File: src/rtl/dss_pkg.sv
package dss_pkg;

    typedef enum logic [2:0] {
        PH_IDLE,
        PH_ZERO,
        PH_INTEG,
        PH_GAP,
        PH_RUNDN
    } phase_e;

    typedef struct packed {
        logic zero;
        logic sig;
        logic vref;
    } sw_t;

endpackage

File: src/rtl/dss_step_counter.sv
module dss_step_counter #(
    parameter int W = 8
) (
    input  logic         clk_i,
    input  logic         rst_ni,
    input  logic         clr_i,
    input  logic         inc_i,
    output logic [W-1:0] cnt_o
);

    logic [W-1:0] cnt_d, cnt_q;

    always_comb begin
        cnt_d = cnt_q;
        if (clr_i) begin
            cnt_d = '0;
        end else if (inc_i) begin
            cnt_d = cnt_q + 1'b1;
        end
    end

    always_ff @(posedge clk_i or negedge rst_ni) begin
        if (!rst_ni) begin
            cnt_q <= '0;
        end else begin
            cnt_q <= cnt_d;
        end
    end

    assign cnt_o = cnt_q;

endmodule

File: src/rtl/dss_switch_drive.sv
module dss_switch_drive
    import dss_pkg::*;
(
    input  logic   clk_i,
    input  logic   rst_ni,
    input  phase_e phase_d_i,
    output logic   zero_o,
    output logic   sig_o,
    output logic   vref_o
);

    sw_t sw_d, sw_q;

    // Switch states are registered from the next phase, so each control
    // changes only on a clock edge and never through combinational logic.
    always_comb begin
        sw_d      = '0;
        sw_d.zero = (phase_d_i == PH_ZERO);
        sw_d.sig  = (phase_d_i == PH_INTEG);
        sw_d.vref = (phase_d_i == PH_RUNDN);
    end

    always_ff @(posedge clk_i or negedge rst_ni) begin
        if (!rst_ni) begin
            sw_q <= '0;
        end else begin
            sw_q <= sw_d;
        end
    end

    assign zero_o = sw_q.zero;
    assign sig_o  = sw_q.sig;
    assign vref_o = sw_q.vref;

    // input and reference never closed together
    assert_no_overlap_R3: assert property (@(posedge clk_i) disable iff (!rst_ni)
        !(sw_q.sig && sw_q.vref));

    // the clock before the reference closes has every switch open
    assert_dead_cycle_R3: assert property (@(posedge clk_i) disable iff (!rst_ni)
        $rose(sw_q.vref) |-> $past(!sw_q.sig && !sw_q.zero));

    // the clear switch is never closed together with the reference
    assert_clear_vs_ref_R3: assert property (@(posedge clk_i) disable iff (!rst_ni)
        sw_q.zero |-> !sw_q.vref);

endmodule

File: src/rtl/dual_slope_seq.sv
module dual_slope_seq
    import dss_pkg::*;
#(
    parameter int CODE_W  = 8,
    parameter int RST_CYC = 4
) (
    input  logic              clk_i,
    input  logic              rst_ni,
    input  logic              start_i,
    input  logic              cmp_neg_i,
    output logic              int_rst_o,
    output logic              in_sel_o,
    output logic              ref_sel_o,
    output logic [CODE_W-1:0] result_o,
    output logic              done_o,
    output logic              busy_o,
    output logic              ovr_o
);

    localparam logic [CODE_W-1:0] RST_LAST   = CODE_W'(RST_CYC - 1);
    localparam logic [CODE_W-1:0] INTEG_LAST = '1;  // 2^CODE_W clocks
    localparam logic [CODE_W-1:0] CNT_MAX    = '1;

    typedef struct packed {
        phase_e            phase;
        logic              busy;
        logic              done;
        logic              ovr;
        logic [CODE_W-1:0] res;
    } ctl_t;

    ctl_t ctl_d, ctl_q;
    logic cnt_clr, cnt_inc;
    logic [CODE_W-1:0] cnt;

    dss_step_counter #(.W(CODE_W)) u_cnt (
        .clk_i  (clk_i),
        .rst_ni (rst_ni),
        .clr_i  (cnt_clr),
        .inc_i  (cnt_inc),
        .cnt_o  (cnt)
    );

    always_comb begin
        ctl_d      = ctl_q;
        ctl_d.done = 1'b0;
        cnt_clr    = 1'b0;
        cnt_inc    = 1'b0;
        unique case (ctl_q.phase)
            PH_IDLE: begin
                cnt_clr = 1'b1;
                if (start_i) begin
                    ctl_d.phase = PH_ZERO;
                    ctl_d.busy  = 1'b1;
                end
            end
            PH_ZERO: begin
                if (cnt == RST_LAST) begin
                    ctl_d.phase = PH_INTEG;
                    cnt_clr     = 1'b1;
                end else begin
                    cnt_inc = 1'b1;
                end
            end
            PH_INTEG: begin
                if (cnt == INTEG_LAST) begin
                    ctl_d.phase = PH_GAP;
                    cnt_clr     = 1'b1;
                end else begin
                    cnt_inc = 1'b1;
                end
            end
            PH_GAP: begin
                ctl_d.phase = PH_RUNDN;
                cnt_clr     = 1'b1;
            end
            PH_RUNDN: begin
                if (cmp_neg_i) begin
                    // zero crossing has priority over the timeout
                    ctl_d.phase = PH_IDLE;
                    ctl_d.busy  = 1'b0;
                    ctl_d.done  = 1'b1;
                    ctl_d.ovr   = 1'b0;
                    ctl_d.res   = cnt;
                    cnt_clr     = 1'b1;
                end else if (cnt == CNT_MAX) begin
                    ctl_d.phase = PH_IDLE;
                    ctl_d.busy  = 1'b0;
                    ctl_d.done  = 1'b1;
                    ctl_d.ovr   = 1'b1;
                    ctl_d.res   = '1;
                    cnt_clr     = 1'b1;
                end else begin
                    cnt_inc = 1'b1;
                end
            end
            default: begin
                ctl_d.phase = PH_IDLE;
                ctl_d.busy  = 1'b0;
                cnt_clr     = 1'b1;
            end
        endcase
    end

    always_ff @(posedge clk_i or negedge rst_ni) begin
        if (!rst_ni) begin
            ctl_q <= '{phase: PH_IDLE, busy: 1'b0, done: 1'b0, ovr: 1'b0, res: '0};
        end else begin
            ctl_q <= ctl_d;
        end
    end

    dss_switch_drive u_sw (
        .clk_i     (clk_i),
        .rst_ni    (rst_ni),
        .phase_d_i (ctl_d.phase),
        .zero_o    (int_rst_o),
        .sig_o     (in_sel_o),
        .vref_o    (ref_sel_o)
    );

    assign result_o = ctl_q.res;
    assign done_o   = ctl_q.done;
    assign busy_o   = ctl_q.busy;
    assign ovr_o    = ctl_q.ovr;

    // the run-down counter starts from zero as the reference closes
    assert_count_from_zero_R4: assert property (@(posedge clk_i) disable iff (!rst_ni)
        $rose(ref_sel_o) |-> (cnt == '0));

    // an overrange result is always saturated
    assert_ovr_saturated_R6: assert property (@(posedge clk_i) disable iff (!rst_ni)
        ovr_o |-> (result_o == CNT_MAX));

    // done lasts a single clock and busy is already low with it
    assert_done_single_R8: assert property (@(posedge clk_i) disable iff (!rst_ni)
        done_o |=> !done_o);

    assert_done_not_busy_R8: assert property (@(posedge clk_i) disable iff (!rst_ni)
        done_o |-> !busy_o);

    // the result only moves together with done
    assert_result_held_R8: assert property (@(posedge clk_i) disable iff (!rst_ni)
        !done_o |-> ($stable(result_o) && $stable(ovr_o)));

    // once past the clear phase, a running conversion never restarts
    assert_no_restart_R9: assert property (@(posedge clk_i) disable iff (!rst_ni)
        (busy_o && !int_rst_o) |=> !int_rst_o);

endmodule

File: config.mk
export PLATFORM = sky130hd
export DESIGN_NAME = dual_slope_seq
export DESIGN_NICKNAME = d
export VERILOG_FILES = /design/src/rtl/dss_pkg.sv /design/src/rtl/dss_step_counter.sv /design/src/rtl/dss_switch_drive.sv /design/src/rtl/dual_slope_seq.sv
export SDC_FILE = /design/constraint.sdc
export NUM_CORES = 1
export LEC_CHECK = 0
export CAP_MARGIN = 5
export CORE_MARGIN = 2
export CORE_UTILIZATION = 38
export DETAILED_ROUTE_END_ITERATION = 6
export GPL_TIMING_DRIVEN = 0
export PLACE_DENSITY = 0.6
export RECOVER_POWER = 100
export SLEW_MARGIN = 20
export SYNTH_ARGS = -nofsm -noshare
export SYNTH_HDL_FRONTEND = slang
export SYNTH_SLANG_ARGS = --single-unit
File: constraint.sdc
create_clock -name clk_i -period 2.35 [get_ports clk_i]
set_input_delay 0.705 -clock clk_i [delete_from_list [all_inputs] [get_ports clk_i]]
set_output_delay 0.705 -clock clk_i [all_outputs]
set_load 0.01 [all_outputs]
==> results of run 1 <==
## synthesized netlist by cell type
cell | count | share of area
sky130_fd_sc_hd__a2111oi_0 | 1 | 0.0077
sky130_fd_sc_hd__a21oi_1 | 5 | 0.022
sky130_fd_sc_hd__a31oi_1 | 1 | 0.0055
sky130_fd_sc_hd__and3_1 | 1 | 0.0055
sky130_fd_sc_hd__buf_2 | 3 | 0.013
sky130_fd_sc_hd__buf_4 | 8 | 0.053
sky130_fd_sc_hd__buf_6 | 1 | 0.0099
sky130_fd_sc_hd__dfrtp_1 | 25 | 0.55
sky130_fd_sc_hd__ha_1 | 1 | 0.011
sky130_fd_sc_hd__inv_1 | 3 | 0.0099
sky130_fd_sc_hd__mux2i_1 | 1 | 0.0088
sky130_fd_sc_hd__nand2_1 | 5 | 0.017
sky130_fd_sc_hd__nand2b_1 | 1 | 0.0055
sky130_fd_sc_hd__nand3_1 | 4 | 0.018
sky130_fd_sc_hd__nand3b_1 | 1 | 0.0066
sky130_fd_sc_hd__nand4_1 | 1 | 0.0055
sky130_fd_sc_hd__nor2_1 | 12 | 0.040
sky130_fd_sc_hd__nor2_2 | 1 | 0.0055
sky130_fd_sc_hd__nor2b_1 | 1 | 0.0055
sky130_fd_sc_hd__nor3_1 | 1 | 0.0044
sky130_fd_sc_hd__nor3b_4 | 1 | 0.017
sky130_fd_sc_hd__nor4_1 | 1 | 0.0055
sky130_fd_sc_hd__o211ai_2 | 1 | 0.011
sky130_fd_sc_hd__o21a_1 | 1 | 0.0066
sky130_fd_sc_hd__o21ai_0 | 2 | 0.0088
sky130_fd_sc_hd__o21bai_1 | 1 | 0.0066
sky130_fd_sc_hd__o221a_4 | 1 | 0.018
sky130_fd_sc_hd__o22a_1 | 1 | 0.0077
sky130_fd_sc_hd__o22a_2 | 7 | 0.062
sky130_fd_sc_hd__o32ai_1 | 1 | 0.0077
sky130_fd_sc_hd__xnor2_1 | 4 | 0.031
sky130_fd_sc_hd__xor2_1 | 2 | 0.015
## flip-flops by register name, summed over array words and instances, names as in the netlist
name	count
busy_o	1
u_cnt.cnt_o	8
u_sw.sig_o	1
result_o	8
u_sw.zero_o	1
ovr_o	1
ctl_q	3
u_sw.vref_o	1
done_o	1
## worst reg2reg max path: cells and delay by family (launching register included)
kind,cells,cell delay (ns)
AOI/OAI and AO/OA,2,0.82
DFF,1,0.43
and+or+nand+nor,2,0.28
adders and majority gates,1,0.25
## area by class of cell
class	count	area [sq um]
well taps	31	38.8
plain buffers	12	77.6
fillers	278	1470
flip-flops and latches	25	626
repair buffers	17	164
inverters	3	11.3
multi-input cells	60	397
clock buffers	4	26.3
## logic make-up after synthesis
group	count (synthesis)	synth area share
flip-flops	25	0.551
AO/OA/AOI/OAI	22	0.163
AND/OR/NAND/NOR	30	0.134
multiplexers	1	0.00881
XOR/XNOR	6	0.0463
adder cells (fa/ha/maj)	1	0.0110
buffers and inverters	15	0.0859
## worst paths after layout
path | slack [ns] | to | from
worst max-delay path | 0.21 | result_o[6] | result_o[6]
worst min-delay path | 0.52 | u_cnt.cnt_o[0] | u_cnt.cnt_o[0]
worst max register to register | 0.46 | u_cnt.cnt_o[6] | u_cnt.cnt_o[0]
worst min register to register | 0.52 | u_cnt.cnt_o[0] | u_cnt.cnt_o[0]
max in group asynchronous | 0.92 | result_o[1] | rst_ni
min in group asynchronous | 0.66 | u_cnt.cnt_o[7] | rst_ni
## metrics by stage
step                instances  setup slack (ns)  total power [W]
floorplan                 100             0.871          0.00113
global placement          148             0.269          0.00141
detailed placement        148             0.482          0.00142
CTS                       152             0.319          0.00161
global route              152             0.149          0.00164
finish                    152             0.211          0.00152
## routing by layer
layer,global-route usage,share of wire,up-vias
met5,0,0,-
met4,0.0390,0.0095,0
met3,0.0308,0.042,2
met2,0.218,0.47,12
met1,0.181,0.47,381
li1,-,-,385
## power by group through the flow
stage	clock network (W)	logic (W)	registers [W]
after floorplan	0	0.000467	0.000666
after global placement	0	0.000744	0.000662
after detailed placement	0	0.000757	0.000668
after CTS	0.000193	0.000763	0.000659
after global routing	0.000214	0.000751	0.000679
final	0.000185	0.000681	0.000656
==> flow_metrics.env, run 1 <==
export IMPL_most_common_layout_cells="25 x sky130_fd_sc_hd__dfrtp_1, 14 x sky130_fd_sc_hd__dlygate4sd3_1, 13 x sky130_fd_sc_hd__nor2_1"
export IMPL_cp_data_arrival_time_ns=1.43
export IMPL_numCtsBuffers=3
export IMPL_syn_area_per_cell_sq_um=11.4
export IMPL_place_gp_congestion=0.810
export IMPL_ir_worst_vdd_v=0.000469
export IMPL_routed_wirelength_um=1990
export IMPL_most_common_library_cell_in_the_layout_ignoring_fill_and_taps="sky130_fd_sc_hd__dfrtp_1"
export IMPL_placement_cell_area_sq_um=1340
export IMPL_cts_tree="done"
export IMPL_coreArea_sq_um=2810
export IMPL_synth_warnings=0
export IMPL_timing_reg2reg_worst_path_depth=5
export IMPL_rows=19
export IMPL_crit_slowest_cell="sky130_fd_sc_hd__dlygate4sd3_1"
export IMPL_final_net_count=127
export IMPL_swShare=0.328
export IMPL_final_setup_viol_count=0
export IMPL_drt_first_pass_iters=5
export IMPL_slew_headroom=0.124
export IMPL_worstPathCellList="buf_4 -> dlygate4sd3_1"
export IMPL_total_switching_power_w=0.000499
export IMPL_clockPowerShare=0.121
export IMPL_detail_route_vias_per_cell=5.13
export IMPL_power_density_nw_per_um2=1140
export IMPL_path_max_fanout=2
export IMPL_drive_above_1_share=0.174
export IMPL_hold_path_class="flip-flop to flip-flop"
export IMPL_rsz_0062_raised_after_global_routing="false"
export IMPL_cp_num_cells=2
export IMPL_pwr_share_seq=0.431
export IMPL_diodes=0
export IMPL_grt_max_degree=26
export IMPL_io_buffers=17
export IMPL_maximum_clock_path_buffer_count=2
export IMPL_grt_total_usage=0.134
export IMPL_cts_root_buffer_cell="sky130_fd_sc_hd__clkbuf_4"
export IMPL_vias_in_the_first_global_route=759
export IMPL_final_hold_viol_count=0
export IMPL_slew_violations=0
export IMPL_netlist_cell_type_count=32
export IMPL_avgRoutedWirePerCell_um=13.1
export IMPL_areaGrowthSynthToFinish_pct=18.0
export IMPL_cts_sinks=25
export IMPL_critical_path_top_delay_family="buffers and inverters"
export IMPL_post_synthesis_cells=100
export IMPL_critical_path_max_stage_delay_ns=0.59
export IMPL_timing_critical_path_required_ns=1.64
export IMPL_failing_checks="design-rule violations"
export IMPL_clk_transition_reported_paths_ns=0.13
export IMPL_max_freq_ghz=0.467
export IMPL_floorplan_die_height_um=58.7
export IMPL_class_of_the_most_critical_setup_path="flip-flop to output pin"
export IMPL_fin_util=0.478
export IMPL_power_leakage_nw=0.595
export IMPL_post_synth_instance_area_sq_um=1140
export IMPL_cap_viol_max_count=0
export IMPL_final_cell_area_sq_um=1340
export IMPL_clock_skew_ns=0.00464
export IMPL_h_tree_depth=1
export IMPL_final_period_minus_worst_setup_slack_ns=2.14
export IMPL_share_of_the_clock_period_used_by_the_worst_path=0.910
export IMPL_cp_num_buf_inv=2
export IMPL_remaining_drc_errors=2
export IMPL_cts_repair_resized=0
export IMPL_fraction_of_the_yosys_area_taken_by_sequential_cells=0.551
export IMPL_p_int_w=0.00102
export IMPL_drt_iter0_markers=7
export IMPL_postSynthRegisterBits=25
export IMPL_critPathCaptureType="output pin"
export IMPL_cts_repair_timing_setup_buffer_count=0
export IMPL_run_status="finished, violations left"
export IMPL_die_area_sq_um=3440
export IMPL_comb_power_share=0.448
export IMPL_grt_first_pass_wirelength_um=3510
export IMPL_worstSetupStartpointType="flip-flop"
export IMPL_syn_num_nets=105
export IMPL_number_of_antenna_violations_at_the_first_check_in_global_routing=0
export IMPL_cts_hold_repair_buffers=0
export IMPL_initial_core_util=0.405
export IMPL_worst_pin_slew_ns=1.31
export IMPL_detail_route_antenna_nets=0
export IMPL_ioPinCount=18
export IMPL_vias=780
export IMPL_final_setup_tns_ns=0
export IMPL_dp_hpwl_um=1460
export IMPL_hold_slack_ns=0.523
export IMPL_worst_hold_path_num_cells=1
export IMPL_die_w_um=58.7
export IMPL_worst_skew_pair_late_latency_ns=0.30
export IMPL_grt_overflow_total=0
No activity file was read; power rests on OpenSTA's default activity.
==> run 2: changes to the inputs <==
--- a/config.mk
+++ b/config.mk
@@ -6,11 +6,12 @@
 export NUM_CORES = 1
 export LEC_CHECK = 0
 export CAP_MARGIN = 5
+export CORE_ASPECT_RATIO = 0.7
 export CORE_MARGIN = 2
-export CORE_UTILIZATION = 38
+export CORE_UTILIZATION = 35
 export DETAILED_ROUTE_END_ITERATION = 6
 export GPL_TIMING_DRIVEN = 0
-export PLACE_DENSITY = 0.6
+export PLACE_DENSITY = 0.56
 export RECOVER_POWER = 100
 export SLEW_MARGIN = 20
 export SYNTH_ARGS = -nofsm -noshare
==> run 2 against run 1 <==
Against the previous run:
- global-route usage is 1.6 points lower
- cell count is 4.6% higher
- cell area is 2.3% higher
- critical path depth stayed put
- die area is 8.2% higher
- maximum frequency is 2.4% higher
- routed wire length is 0.50% higher
- largest cell class unchanged
- utilization is 3.9 points lower
- worst hold slack worse by 0.0083 ns
- the run now ends clean
- highest routed layer unchanged
- combinational power hardly changed
- critical endpoint is now result_o[3]
- clock-buffer cell count is 1 lower
==> flow_metrics.env, run 2 (synthesis results as in run 1) <==
export IMPL_grt_max_degree=26
export IMPL_power_leakage_nw=0.602
export IMPL_most_common_library_cell_in_the_layout_ignoring_fill_and_taps="sky130_fd_sc_hd__dfrtp_1"
export IMPL_total_switching_power_w=0.000510
export IMPL_cap_viol_max_count=0
export IMPL_run_status="finished, final reports clean"
export IMPL_avgRoutedWirePerCell_um=12.6
export IMPL_clk_transition_reported_paths_ns=0.09
export IMPL_ioPinCount=18
export IMPL_diodes=0
export IMPL_comb_power_share=0.430
export IMPL_final_period_minus_worst_setup_slack_ns=2.09
export IMPL_swShare=0.321
export IMPL_drt_iter0_markers=61
export IMPL_grt_overflow_total=0
export IMPL_power_density_nw_per_um2=1160
export IMPL_critPathCaptureType="output pin"
export IMPL_vias=775
export IMPL_die_area_sq_um=3720
export IMPL_drive_above_1_share=0.182
export IMPL_worstPathCellList="buf_4 -> dlygate4sd3_1"
export IMPL_grt_total_usage=0.118
export IMPL_critical_path_max_stage_delay_ns=0.59
export IMPL_cp_data_arrival_time_ns=1.38
export IMPL_number_of_antenna_violations_at_the_first_check_in_global_routing=0
export IMPL_hold_path_class="flip-flop to flip-flop"
export IMPL_cts_sinks=25
export IMPL_grt_first_pass_wirelength_um=3240
export IMPL_detail_route_antenna_nets=0
export IMPL_routed_wl_met2_um=878
export IMPL_rows=17
export IMPL_worstSetupStartpointType="flip-flop"
export IMPL_cts_tree="done"
export IMPL_floorplan_die_height_um=51.7
export IMPL_place_gp_congestion=0.767
export IMPL_detail_route_vias_per_cell=4.87
export IMPL_most_common_layout_cells="25 x sky130_fd_sc_hd__dfrtp_1, 14 x sky130_fd_sc_hd__dlygate4sd3_1, 13 x sky130_fd_sc_hd__nor2_1"
export IMPL_worst_skew_pair_late_latency_ns=0.27
export IMPL_ir_worst_vdd_v=0.000531
export IMPL_io_buffers=17
export IMPL_clock_skew_ns=0.00541
export IMPL_final_net_count=127
export IMPL_p_int_w=0.00108
export IMPL_rsz_0062_raised_after_global_routing="false"
export IMPL_final_hold_viol_count=0
export IMPL_h_tree_depth=1
export IMPL_initial_core_util=0.363
export IMPL_slew_headroom=0.113
export IMPL_wl_met1_um=1020
export IMPL_die_w_um=72.1
export IMPL_cts_hold_repair_buffers=0
export IMPL_slew_violations=0
export IMPL_dp_hpwl_um=1450
export IMPL_maximum_clock_path_buffer_count=2
export IMPL_class_of_the_most_critical_setup_path="flip-flop to output pin"
export IMPL_drt_first_pass_iters=4
export IMPL_final_setup_viol_count=0
export IMPL_cts_repair_resized=0
export IMPL_top_signal_layer_used="met4"
export IMPL_final_setup_tns_ns=0
export IMPL_crit_slowest_cell="sky130_fd_sc_hd__dlygate4sd3_1"
export IMPL_share_of_the_clock_period_used_by_the_worst_path=0.889
export IMPL_cts_repair_timing_setup_buffer_count=0
export IMPL_routed_wirelength_um=2000
export IMPL_areaGrowthSynthToFinish_pct=20.7
export IMPL_timing_critical_path_required_ns=1.64
export IMPL_vias_in_the_first_global_route=696
export IMPL_pwr_share_seq=0.410
export IMPL_coreArea_sq_um=3130
export IMPL_cts_root_buffer_cell="sky130_fd_sc_hd__clkbuf_8"
export IMPL_path_max_fanout=2
export IMPL_clockPowerShare=0.160
export IMPL_route_met3_wl_um=81
export IMPL_fillCellCount=298
export IMPL_worst_pin_slew_ns=1.33
export IMPL_numCtsBuffers=3
export IMPL_max_freq_ghz=0.479
export IMPL_remaining_drc_errors=0
export IMPL_hold_slack_ns=0.515
[run 2: cell count changes in the layout (fill, tap and decap cells not counted)]
cell,before,now
sky130_fd_sc_hd__clkbuf_1,4,3
sky130_fd_sc_hd__clkbuf_8,0,3
sky130_fd_sc_hd__clkbuf_4,3,0
sky130_fd_sc_hd__clkinvlp_4,0,1
[run 2: power groups by stage]
stage | Sequential (W) | Clock, W | Combinational (W)
2_1_floorplan | 0.000666 | 0 | 0.000467
3_3_place_gp | 0.000661 | 0 | 0.000745
3_5_place_dp | 0.000664 | 0 | 0.000762
4_1_cts | 0.000655 | 0.000266 | 0.000762
5_1_grt | 0.000669 | 0.000290 | 0.000748
6_report | 0.000651 | 0.000255 | 0.000682
[run 2: worst max-delay path: cells and delay by family, from the launching register on]
family	cells	cell delay (ns)
buffers and inverters	2	0.72
flip-flops	1	0.40
[run 2: layer usage]
layer | vias up | global-route usage
li1 | 387 | -
met5 | - | 0
met4 | 0 | 0.0283
met1 | 371 | 0.155
met3 | 2 | 0.0465
met2 | 15 | 0.185
[run 2: path summary, 6_finish.rpt]
path,depth (start not counted),end,slack (ns),from
min in group asynchronous,1,u_sw.vref_o,0.71,rst_ni
max reg2reg,5,u_cnt.cnt_o[1],0.45,u_cnt.cnt_o[0]
min,1,u_cnt.cnt_o[0],0.52,u_cnt.cnt_o[0]
max,2,result_o[3],0.26,result_o[3]
min reg2reg,1,u_cnt.cnt_o[0],0.52,u_cnt.cnt_o[0]
max in group asynchronous,1,u_cnt.cnt_o[2],0.85,rst_ni
[run 2: per-stage QoR]
stage / instance area (sq um) / power (W) / setup slack [ns] / instances / util
2_1_floorplan: 1140 / 0.00113 / 0.871 / 100 / -
3_3_place_gp: 1350 / 0.00141 / 0.270 / 155 / 0.433
3_5_place_dp: 1350 / 0.00143 / 0.453 / 155 / 0.431
4_1_cts: 1400 / 0.00168 / 0.370 / 159 / 0.447
5_1_grt: 1370 / 0.00171 / 0.204 / 159 / 0.439
6_report: 1370 / 0.00159 / 0.262 / 159 / 0.439
[run 2: final cells by class]
type / instances / area (sq um) / area share
Inverter: 3 / 11.3 / 0.00821
Tap cell: 38 / 47.5 / 0.0347
Sequential cell: 25 / 626 / 0.456
Clock buffer: 3 / 41.3 / 0.0301
Clock inverter: 1 / 7.51 / 0.00547
Buffer: 12 / 77.6 / 0.0566
Multi-Input combinational cell: 60 / 397 / 0.289
Timing Repair Buffer: 17 / 164 / 0.120
